--- src/rtl/intc_pkg.sv ---
package intc_pkg;

    // Largest source count the controller is meant to serve.
    localparam int unsigned INTC_MAX_SRC = 32;

    // Target of a register write.
    typedef enum logic {
        WSEL_ENABLE  = 1'b0,
        WSEL_FLAGCLR = 1'b1
    } wsel_e;

    // Commands that steer the global enable and the grace period.
    typedef struct packed {
        logic set;
        logic clr;
        logic reti;
        logic done;
    } gie_cmd_t;

    // Width of a vector index for n sources.
    function automatic int unsigned idx_width(input int unsigned n);
        return (n > 1) ? $clog2(n) : 1;
    endfunction

endpackage

--- src/rtl/intc_src_bank.sv ---
module intc_src_bank
    import intc_pkg::*;
#(
    parameter int unsigned       N_SRC      = 8,
    parameter logic [N_SRC-1:0]  LEVEL_MASK = '0
) (
    input  logic             clk,
    input  logic             rst,
    input  logic [N_SRC-1:0] src_i,
    input  logic             wr_i,
    input  wsel_e            wsel_i,
    input  logic [N_SRC-1:0] wdata_i,
    input  logic [N_SRC-1:0] ack_mask_i,
    output logic [N_SRC-1:0] flag_o,
    output logic [N_SRC-1:0] enable_o,
    output logic [N_SRC-1:0] req_o
);

    logic [N_SRC-1:0] en_q;
    logic [N_SRC-1:0] w1c_mask;

    assign w1c_mask = (wr_i && (wsel_i == WSEL_FLAGCLR)) ? wdata_i : '0;

    always_ff @(posedge clk) begin
        if (rst) begin
            en_q <= '0;
        end else if (wr_i && (wsel_i == WSEL_ENABLE)) begin
            en_q <= wdata_i;
        end
    end

    assign enable_o = en_q;

    for (genvar i = 0; i < N_SRC; i++) begin : g_src
        if (LEVEL_MASK[i]) begin : g_level
            // Level source: no memory, request follows the line.
            assign flag_o[i] = 1'b0;
            assign req_o[i]  = src_i[i] & en_q[i];
        end else begin : g_event
            logic pend_q;
            always_ff @(posedge clk) begin
                if (rst) begin
                    pend_q <= 1'b0;
                end else begin
                    // A new event outranks both kinds of clear.
                    pend_q <= src_i[i] | (pend_q & ~w1c_mask[i] & ~ack_mask_i[i]);
                end
            end
            assign flag_o[i] = pend_q;
            assign req_o[i]  = pend_q & en_q[i];

            // An event is never lost, masked or not.
            p_evt_latch_r2: assert property (@(posedge clk) disable iff (rst)
                src_i[i] |=> flag_o[i]);
        end
    end

endmodule

--- src/rtl/intc_prio_pick.sv ---
module intc_prio_pick
    import intc_pkg::*;
#(
    parameter int unsigned N_SRC = 8,
    localparam int unsigned VEC_W = idx_width(N_SRC)
) (
    input  logic [N_SRC-1:0] req_i,
    output logic             any_o,
    output logic [VEC_W-1:0] idx_o
);

    always_comb begin
        any_o = |req_i;
        idx_o = '0;
        // Scan from the top so the lowest set index is left in idx_o.
        for (int i = N_SRC - 1; i >= 0; i--) begin
            if (req_i[i]) begin
                idx_o = VEC_W'(i);
            end
        end
    end

endmodule

--- src/rtl/intc_gie_gate.sv ---
module intc_gie_gate
    import intc_pkg::*;
(
    input  logic     clk,
    input  logic     rst,
    input  gie_cmd_t cmd_i,
    input  logic     take_i,
    output logic     gie_o,
    output logic     allow_o
);

    logic gie_q;
    logic grace_q;

    always_ff @(posedge clk) begin
        if (rst) begin
            gie_q <= 1'b0;
        end else if (cmd_i.clr) begin
            gie_q <= 1'b0;
        end else if (take_i) begin
            gie_q <= 1'b0;
        end else if (cmd_i.set || cmd_i.reti) begin
            gie_q <= 1'b1;
        end
    end

    always_ff @(posedge clk) begin
        if (rst) begin
            grace_q <= 1'b0;
        end else if (cmd_i.reti) begin
            grace_q <= 1'b1;
        end else if (cmd_i.done) begin
            grace_q <= 1'b0;
        end
    end

    assign gie_o   = gie_q;
    assign allow_o = gie_q & ~grace_q & ~cmd_i.clr & ~cmd_i.reti;

    // A clear given together with a set leaves the enable low.
    p_clr_beats_set_r9: assert property (@(posedge clk) disable iff (rst)
        (cmd_i.clr && cmd_i.set) |=> !gie_o);

    // A return always re-arms the global enable unless a clear comes with it.
    p_reti_sets_gie_r8: assert property (@(posedge clk) disable iff (rst)
        (cmd_i.reti && !cmd_i.clr && !take_i) |=> gie_o);

endmodule

--- src/rtl/intc_top.sv ---
module intc_top
    import intc_pkg::*;
#(
    parameter int unsigned      N_SRC      = 8,
    parameter logic [N_SRC-1:0] LEVEL_MASK = N_SRC'(8'hC0),
    localparam int unsigned     VEC_W      = idx_width(N_SRC)
) (
    input  logic             clk,
    input  logic             rst,
    input  logic [N_SRC-1:0] src_i,
    input  logic             reg_wr_i,
    input  logic             reg_sel_i,
    input  logic [N_SRC-1:0] reg_wdata_i,
    input  logic             gie_set_i,
    input  logic             gie_clr_i,
    input  logic             reti_i,
    input  logic             instr_done_i,
    output logic             take_o,
    output logic [VEC_W-1:0] vec_o,
    output logic             gie_o,
    output logic [N_SRC-1:0] flag_o,
    output logic [N_SRC-1:0] enable_o
);

    logic [N_SRC-1:0] req;
    logic [N_SRC-1:0] ack_mask;
    logic             any_req;
    logic [VEC_W-1:0] pick_idx;
    logic             allow;
    logic             take_now;
    gie_cmd_t         cmd;
    logic             take_q;
    logic [VEC_W-1:0] vec_q;

    assign cmd = '{set: gie_set_i, clr: gie_clr_i, reti: reti_i, done: instr_done_i};

    intc_src_bank #(
        .N_SRC      (N_SRC),
        .LEVEL_MASK (LEVEL_MASK)
    ) u_bank (
        .clk        (clk),
        .rst        (rst),
        .src_i      (src_i),
        .wr_i       (reg_wr_i),
        .wsel_i     (wsel_e'(reg_sel_i)),
        .wdata_i    (reg_wdata_i),
        .ack_mask_i (ack_mask),
        .flag_o     (flag_o),
        .enable_o   (enable_o),
        .req_o      (req)
    );

    intc_prio_pick #(
        .N_SRC (N_SRC)
    ) u_pick (
        .req_i (req),
        .any_o (any_req),
        .idx_o (pick_idx)
    );

    intc_gie_gate u_gate (
        .clk     (clk),
        .rst     (rst),
        .cmd_i   (cmd),
        .take_i  (take_now),
        .gie_o   (gie_o),
        .allow_o (allow)
    );

    assign take_now = allow & any_req;
    assign ack_mask = take_now ? ({{(N_SRC-1){1'b0}}, 1'b1} << pick_idx) : '0;

    always_ff @(posedge clk) begin
        if (rst) begin
            take_q <= 1'b0;
            vec_q  <= '0;
        end else begin
            take_q <= take_now;
            if (take_now) begin
                vec_q <= pick_idx;
            end
        end
    end

    assign take_o = take_q;
    assign vec_o  = vec_q;

    p_take_single_r5: assert property (@(posedge clk) disable iff (rst)
        take_o |=> !take_o);

    p_take_clears_gie_r6: assert property (@(posedge clk) disable iff (rst)
        take_o |-> !gie_o);

    p_clr_blocks_r9: assert property (@(posedge clk) disable iff (rst)
        gie_clr_i |=> !take_o);

    p_reti_blocks_r8: assert property (@(posedge clk) disable iff (rst)
        reti_i |=> !take_o);

    p_level_flagless_r4: assert property (@(posedge clk) disable iff (rst)
        (flag_o & LEVEL_MASK) == '0);

endmodule

--- config.mk ---
export PLATFORM = sky130hd
export DESIGN_NAME = intc_top
export DESIGN_NICKNAME = d
export VERILOG_FILES = /design/src/rtl/intc_pkg.sv /design/src/rtl/intc_src_bank.sv /design/src/rtl/intc_prio_pick.sv /design/src/rtl/intc_gie_gate.sv /design/src/rtl/intc_top.sv
export SDC_FILE = /design/constraint.sdc
export NUM_CORES = 1
export LEC_CHECK = 0
export BUFFER_PORTS_ARGS = -buffer_cell sky130_fd_sc_hd__buf_2
export CORE_MARGIN = 2
export CORE_UTILIZATION = 26
export CTS_BUF_LIST = sky130_fd_sc_hd__clkbuf_16
export CTS_CLUSTER_DIAMETER = 30
export DETAILED_ROUTE_END_ITERATION = 12
export GPL_TIMING_DRIVEN = 0
export PLACE_DENSITY_LB_ADDON = 0.2
export SETUP_SLACK_MARGIN = 0.5
export SLEW_MARGIN = 20
export SYNTH_ARGS = -nofsm -noshare
export SYNTH_HDL_FRONTEND = slang
export SYNTH_SLANG_ARGS = --single-unit
--- constraint.sdc ---
create_clock -name clk -period 3.15 [get_ports clk]
set_input_delay 0.63 -clock clk [delete_from_list [all_inputs] [get_ports clk]]
set_output_delay 0.63 -clock clk [all_outputs]
set_load 0.02 [all_outputs]
==> results of run 1 <==
[cell usage after synthesis]
master     instances  area share [%]
a22o_1             1            0.85
a32o_1             1            0.97
a22oi_1            2             1.5
nor2_1            15             5.4
a41o_1             1            0.97
a21o_1             1            0.73
a211oi_2           1             1.2
nand4_1            1            0.60
nand4_4            1             2.1
clkbuf_1           2            0.73
dfxtp_1           20              39
nand2b_1           1            0.60
mux2i_1            8             7.7
a31oi_1            2             1.2
nor4b_4            1             2.3
a211oi_1           4             2.9
nor3b_1            1            0.73
nand3b_1           1            0.73
buf_6              1             1.1
and2_1             1            0.60
a22oi_4            1             2.1
nand3_1            1            0.48
a21oi_1           10             4.8
a2111oi_4          1             2.7
nor3_1             2            0.97
buf_2              2            0.97
nand2_1           16             5.8
inv_1              1            0.36
a22oi_2            2             2.4
a32o_2             1             1.1
nor2b_1            1            0.60
buf_4              8             5.8
conb_1             1            0.36
[state kept, by name, summed over array words and instances, names as in the netlist]
| name | count |
|---|---|
| u_gate.grace_q | 1 |
| vec_o | 3 |
| u_gate.gie_o | 1 |
| u_bank.g_src.g_event.pend_q | 6 |
| u_bank.enable_o | 8 |
| take_o | 1 |
[worst max-delay path: cells and delay by family (launching register included)]
family,cells,cell delay [ns]
flops,1,0.43
buf+inv,2,0.29
[layer usage]
| layer | routed length (microns) | up-vias | part of all wire, % |
|---|---|---|---|
| met1 | 1230 | 417 | 48 |
| li1 | - | 487 | - |
| met5 | 0 | - | 0 |
| met2 | 1110 | 30 | 43 |
| met4 | 42 | 0 | 1.6 |
| met3 | 165 | 5 | 6.5 |
[stage by stage]
stage	area, sq um	hold WS (ns)
2_1_floorplan	1040	0.513
6_report	1410	0.536
3_5_place_dp	1310	0.531
3_3_place_gp	1310	0.513
5_1_grt	1410	0.565
4_1_cts	1410	0.543
[worst paths after layout]
kind,from,endpoint,slack [ns]
max,u_bank.g_src[2].g_event.pend_q,flag_o[2],1.55
min reg2reg,vec_o[1],vec_o[1],0.54
max reg2reg,u_bank.g_src[2].g_event.pend_q,vec_o[0],1.81
min,vec_o[1],vec_o[1],0.54
[kinds of logic after synthesis]
group | Yosys count | synth area share [%]
AO/OA/AOI/OAI | 28 | 23.3
other | 1 | 0.362
flip-flops | 20 | 38.7
buffers and inverters | 14 | 8.95
AND/OR/NAND/NOR | 42 | 20.9
multiplexers | 8 | 7.74
[power by group]
| group | total, uW | switching [uW] | leakage, uW | internal [uW] |
|---|---|---|---|---|
| logic | 109 | 59.4 | 0.000461 | 49.9 |
| clock network | 350 | 98.2 | 0.0000511 | 252 |
| registers | 282 | 16.2 | 0.000165 | 266 |
[cell type report]
class / count / area [sq um] / area share (%)
plain buffers: 13 / 88.8 / 6.28
clock buffers: 3 / 75.1 / 5.31
clock inverters: 1 / 30.0 / 2.12
inverters: 1 / 3.75 / 0.265
multi-input cells: 80 / 546 / 38.6
flip-flops and latches: 20 / 400 / 28.3
well taps: 48 / 60.1 / 4.25
repair buffers: 42 / 210 / 14.9
==> results.toml, run 1 <==
[sta]
fin_ws_ns = 1.55
relSlewSlack_pct = 65.6
tns_ns = 0
tightest_slew_ns = 0.516
finalClockSkew_ns = 0.00136
finalMaxSlewViolations = 0
grt_setup_unrepaired = "no"
finalCriticalPeriod_ns = 1.60
max_freq_mhz = 624
finalHoldViolations = 0
period_share_pct = 50.9
setup_viol = 0

[place]
hpwlAfterDp_mm = 2.02
portBuffers = 42
detailedPlace.worstSlack_ns = 1.38
place_inst = 204
gp_congestion = 0.749

[pwr]
ir_drop_uv = 269
finalPower_uw = 742
p_leak_uw = 0.000676
powerDensity_mw_per_mm2 = 524

[route]
post_drt_via_cell_ratio = 4.51
first_iter_violations = 43
drt_first_pass_iters = 4
num_vias = 939
antenna_left = 0
drc = 0
routed_wl_mm = 2.55
wl_per_cell_microns = 12.3

[floorplan]
die_area_sq_mm = 0.00450
pin_count = 45
die_h_microns = 67.1
core_sq_mm = 0.00374
rows = 22
initial_utilization_pct = 27.6
die_w_microns = 67.1

[global_route]
use_met3_pct = 2.70
antenna_found_initial = 0
gr-usage-met1_pct = 15.9
grtUsageMet2_pct = 19.4
grt_max_degree = 13
overflow = 0
grt_pass1_vias = 873
grt_first_pass_wirelength_mm = 4.06
grt_usage_pct = 12.3
grt_busiest_layer = "met2"

[synth]
syn_inst = 113
ys_seq_area_share_pct = 38.7
ys_ff_latch = 20
synth.cell_area_sq_mm = 0.00103
yosys_warnings = 0
syn_area_per_cell_sq_um = 9.16
synth_cell_types = 33

[cts]
htree_levels = 1
cts_setup_buffers = 0
cts_hold_repair.buffers = 0
numCtsBuffers = 3
clk_latency_ns = 0.25
clk_pin_slew_ns = 0.06
cts_tree = "done"
clock_sinks = 20
ctsResizeCount = 0
clockRootBuffer = "clkbuf_16"
clockBufferDepth = 2

[finish]
layout_commonest_cell = "buf_2"
fin_cells = 208
fin_util_pct = 37.8
mostFrequentLayoutCells = "buf_2 (44), dfxtp_1 (20), nand2_1 (16)"
drive_gt1_share_pct = 40.6
n_antenna_cell = 0
fillers = 404
area_growth_pct = 36.6
layout.nets = 185

[setup_path]
r2r_cells = 4
start_kind = "flip-flop"
worstSetupEndpointType = "output port"
critPathMaxFanout = 5
cp_slowest_cell = "dfxtp_1"
worstPathCellList = "buf_4, buf_2"
crit_type = "flip-flop to output port"
crit_arrival_ns = 0.97
cp.required_ns = 2.52
critPathMaxStageDelay_ns = 0.43

[status]
outcome = "complete, no violations"

[hold_path]
whs_path_depth = 2
hold_path_class = "flip-flop to flip-flop"

[flow_run]
maxCapViolCount = 0
(Power assumes the default switching activity.)
==> inputs of run 2 (changes only) <==
Clock period 3.15 ns to 1.4 ns, I/O delays scaled along.
==> results.toml, run 2 (synthesis gave the netlist of run 1 again) <==
[global_route]
grt_max_degree = 12
overflow = 0
antenna_found_initial = 0
grt_usage_pct = 13.4
grt_first_pass_wirelength_mm = 4.34
grt_pass1_vias = 957

[route]
antenna_left = 0
first_iter_violations = 38
drc = 0
routed_wl_mm = 2.83
drt_first_pass_iters = 4
num_vias = 997
wl_per_cell_microns = 12.9
post_drt_via_cell_ratio = 4.55

[sta]
finalClockSkew_ns = 0.00295
finalHoldViolations = 0
whs_ns = 0.240
period_share_pct = 89.1
fin_ws_ns = 0.153
grt_setup_unrepaired = "yes"
finalCriticalPeriod_ns = 1.25
max_freq_mhz = 802
finalMaxSlewViolations = 0
setup_viol = 0

[finish]
layout_commonest_cell = "buf_6"
mostFrequentLayoutCells = "buf_6 (29), buf_2 (23), nor2_1 (15)"
layout.nets = 196
area_growth_pct = 66.0
n_antenna_cell = 0
fin_util_pct = 45.9
largest_reg_flops = 8
fin_cells = 219
drive_gt1_share_pct = 60.2
fillers = 376

[place]
detailedPlace.worstSlack_ns = -0.00947
gp_congestion = 0.736
place_inst = 204
portBuffers = 42
hpwlAfterDp_mm = 2.10

[flow_run]
maxCapViolCount = 0

[cts]
clk_pin_slew_ns = 0.06
clock_sinks = 20
cts_hold_repair.buffers = 0
cts_tree = "done"
htree_levels = 1
numCtsBuffers = 3
clk_latency_ns = 0.25
clockRootBuffer = "clkbuf_16"
clockBufferDepth = 2

[floorplan]
pin_count = 45
core_sq_mm = 0.00374
rows = 22
die_area_sq_mm = 0.00450
initial_utilization_pct = 27.6
die_w_microns = 67.1
die_h_microns = 67.1

[setup_path]
critPathMaxFanout = 4
start_kind = "flip-flop"
crit_arrival_ns = 1.40
cp.required_ns = 1.55
worstSetupEndpointType = "flip-flop"
rrSetupSlack_ns = 0.15
crit_type = "flip-flop to flip-flop"

[pwr]
ir_drop_uv = 603
p_leak_uw = 0.000772
powerDensity_mw_per_mm2 = 901

[status]
outcome = "complete, no violations"

[hold_path]
hold_path_class = "primary input to flip-flop"
run 2: timing repair:
item | 4_1_cts | 5_1_grt
endpoints found under the setup margin | 30 | 37
gates cloned | 0 | 0
pin swaps | 9 | 12
gates resized for setup | 44 | 30
setup buffers | 5 | 6
run 2: worst max-delay path: stages (launching register included):
cell and delay, ns:
dfxtp_4 0.35, a22oi_2 0.32, nand4_4 0.18, a2111oi_4 0.30
run 2: path summary, 6_finish.rpt:
path                                  start             end  depth (start not counted)
min reg2reg                  u_gate.grace_q  u_gate.grace_q                          2
max reg2reg  u_bank.g_src[1].g_event.pend_q    u_gate.gie_o                          3
max          u_bank.g_src[1].g_event.pend_q    u_gate.gie_o                          3
min                               gie_clr_i    u_gate.gie_o                          2
run 2: per-layer routing:
| metal | vias to the layer above | share of wire (%) | wire, microns | global-route usage, % |
|---|---|---|---|---|
| met1 | 456 | 45 | 1270 | 16.0 |
| li1 | 515 | - | - | - |
| met4 | 0 | 0.64 | 18 | 3.83 |
| met2 | 24 | 50 | 1410 | 22.5 |
| met3 | 2 | 4.9 | 139 | 4.56 |
| met5 | - | 0 | 0 | 0 |
run 2: power breakdown:
part           internal (uW)  leakage [uW]  total, uW  switching (uW)
clock network            380     0.0000385        590             209
registers                591      0.000176        634            42.9
logic                    177      0.000557        325             148
run 2: metrics by stage:
| step | area [sq um] | TNS, ns | total power, uW |
|---|---|---|---|
| 2_1_floorplan | 1070 | 0 | 806 |
| 3_3_place_gp | 1350 | 0 | 895 |
| 3_5_place_dp | 1350 | -0.00947 | 901 |
| 4_1_cts | 1580 | 0 | 1540 |
| 5_1_grt | 1720 | 0 | 1630 |
| 6_report | 1720 | 0 | 1550 |
run 2: layout make-up:
| type | count | area (sq um) | area share, % |
|---|---|---|---|
| multi-input combinational | 80 | 574 | 33.4 |
| sequential | 20 | 458 | 26.7 |
| timing repair buffer | 53 | 423 | 24.6 |
| buffer | 13 | 120 | 6.99 |
| clock buffer | 3 | 75.1 | 4.37 |
| tap | 48 | 60.1 | 3.50 |
| clock inverter | 1 | 3.75 | 0.218 |
| inverter | 1 | 3.75 | 0.218 |
==> inputs of run 3 (changes only) <==
Settings changed: CORE_UTILIZATION 26 to 41, TNS_END_PERCENT set to 50.
==> results.toml, run 3 (synthesis gave the netlist of run 1 again) <==
[cts]
cts_tree = "done"
clockRootBuffer = "clkbuf_16"
clock_sinks = 20
numCtsBuffers = 3
clk_latency_ns = 0.25
htree_levels = 1
clk_pin_slew_ns = 0.06
clockBufferDepth = 2

[floorplan]
pin_count = 45
die_w_microns = 54.2
die_h_microns = 54.2
rows = 18
die_area_sq_mm = 0.00294
initial_utilization_pct = 42.5
core_sq_mm = 0.00243

[setup_path]
critPathLaunch = "u_gate.grace_q"
r2r_cells = 5
crit_path_end = "u_bank.g_src[1].g_event.pend_q"
crit_type = "flip-flop to flip-flop"
rrSetupSlack_ns = 0.12
start_kind = "flip-flop"
r2r-start = "u_gate.grace_q"
timing.rr.end = "u_bank.g_src[1].g_event.pend_q"
cp.required_ns = 1.52
critPathMaxFanout = 5
crit_arrival_ns = 1.40
worstSetupEndpointType = "flip-flop"

[pwr]
clkPwrFrac_pct = 37.5
sw_frac_of_total_pct = 26.0
p_comb_share_pct = 21.7
p_leak_uw = 0.000781
finalPower_uw = 1550
internal_power_uw = 1150
ir_drop_uv = 675
powerDensity_mw_per_mm2 = 925
p_switching_uw = 405
power.share.sequential_pct = 40.8

[sta]
finalHoldViolations = 0
max_freq_mhz = 782
period_share_pct = 91.4
grt_setup_unrepaired = "yes"
finalMaxSlewViolations = 0
setup_viol = 0
finalCriticalPeriod_ns = 1.28
finalClockSkew_ns = 0.00253

[status]
outcome = "complete, no violations"

[global_route]
antenna_found_initial = 0
overflow = 0
grt_first_pass_wirelength_mm = 4.50
grt_pass1_vias = 1041
grt_max_degree = 12
grt_usage_pct = 21.1

[route]
met3_length_microns = 170
num_vias = 1079
first_iter_violations = 24
routed_wl_mm = 2.93
post_drt_via_cell_ratio = 5.26
met2_length_mm = 1.51
antenna_left = 0
wl_met1_mm = 1.24
wl_per_cell_microns = 14.3
drt_first_pass_iters = 4
dr.max_layer_used = "met4"
drc = 0

[place]
portBuffers = 42
hpwlAfterDp_mm = 1.91
gp_congestion = 0.833
postPlaceCellArea_sq_mm = 0.00132

[finish]
layout_commonest_cell = "buf_2"
layout.nets = 200
fillers = 194
fin_area_sq_mm = 0.00168
largest_reg_flops = 8
regArea_sq_um = 448
drive_gt1_share_pct = 61.1
area_growth_pct = 62.4
multiInputGateArea_sq_um = 594
n_antenna_cell = 0
mostFrequentLayoutCells = "buf_2 (36), buf_6 (24), nor2_1 (14)"

[hold_path]
hold_path_class = "primary input to flip-flop"

[flow_run]
maxCapViolCount = 0
run 3: cell count changes in the layout (fill, tap and decap cells not counted), moves of 2 or more:
cell      before  now
buf_6         29   24
buf_2         23   36
a21oi_2        1    3
dfxtp_1        0    4
dfxtp_4       13   11
nand2_1       14   12
dfxtp_2        7    5
a21oi_1        9    7
clkbuf_4       2    0
buf_4         11    8
run 3: worst min-delay path by stage:
stage	startpoint	end	slack, ns	depth (start not counted)
6_report	src_i[0]	u_bank.g_src[0].g_event.pend_q	0.23	3
5_1_grt	src_i[0]	u_bank.g_src[0].g_event.pend_q	0.24	3
4_1_cts	src_i[0]	u_bank.g_src[0].g_event.pend_q	0.24	3
3_5_place_dp	src_i[0]	u_bank.g_src[0].g_event.pend_q	0.50	3
3_3_place_gp	src_i[1]	u_bank.g_src[1].g_event.pend_q	0.48	3
2_1_floorplan	gie_clr_i	u_gate.gie_o	0.34	1
run 3: metrics by stage:
stage / cells / setup slack, ns / util [%] / setup TNS, ns / hold WS (ns)
after floorplan: 114 / 0.226 / - / 0 / 0.335
after global placement: 186 / 0.0221 / 54.2 / 0 / 0.485
after detailed placement: 186 / -0.0240 / 54.2 / -0.0240 / 0.497
after CTS: 199 / 0.129 / 64.0 / 0 / 0.236
after global routing: 205 / 0.0617 / 69.1 / 0 / 0.244
final: 205 / 0.121 / 69.1 / 0 / 0.233
run 3: what timing repair did:
action,4_1_cts,5_1_grt
endpoints found under the setup margin,37,38
cloned,1,0
hold buffers,0,0
pin swaps,17,12
setup buffers,8,6
resized for setup,32,24
run 3: per-layer routing:
metal	vias to the layer above	track usage, %
met1	520	25.0
li1	519	-
met3	2	3.28
met2	38	38.0
met5	-	0
met4	0	7.92
run 3: power groups by stage:
stage	Combinational (uW)	Clock [uW]	Sequential, uW
after floorplan	148	0	657
after global placement	244	0	646
after detailed placement	250	0	648
after CTS	291	597	635
after global routing	364	626	640
final	338	583	635
run 3: worst max-delay path, cell delays in order (launching register included):
cell and delay (ns):
dfxtp_2 0.33, nor4b_4 0.32, buf_6 0.18, nand3_1 0.08, a31oi_1 0.20, nor2_1 0.06
run 3: area by class of cell:
type | instances | area share, %
well taps | 30 | 2.23
flip-flops and latches | 20 | 26.7
plain buffers | 13 | 6.63
clock inverters | 1 | 0.223
clock buffers | 3 | 4.47
repair buffers | 57 | 24.2
multi-input cells | 80 | 35.4
inverters | 1 | 0.223
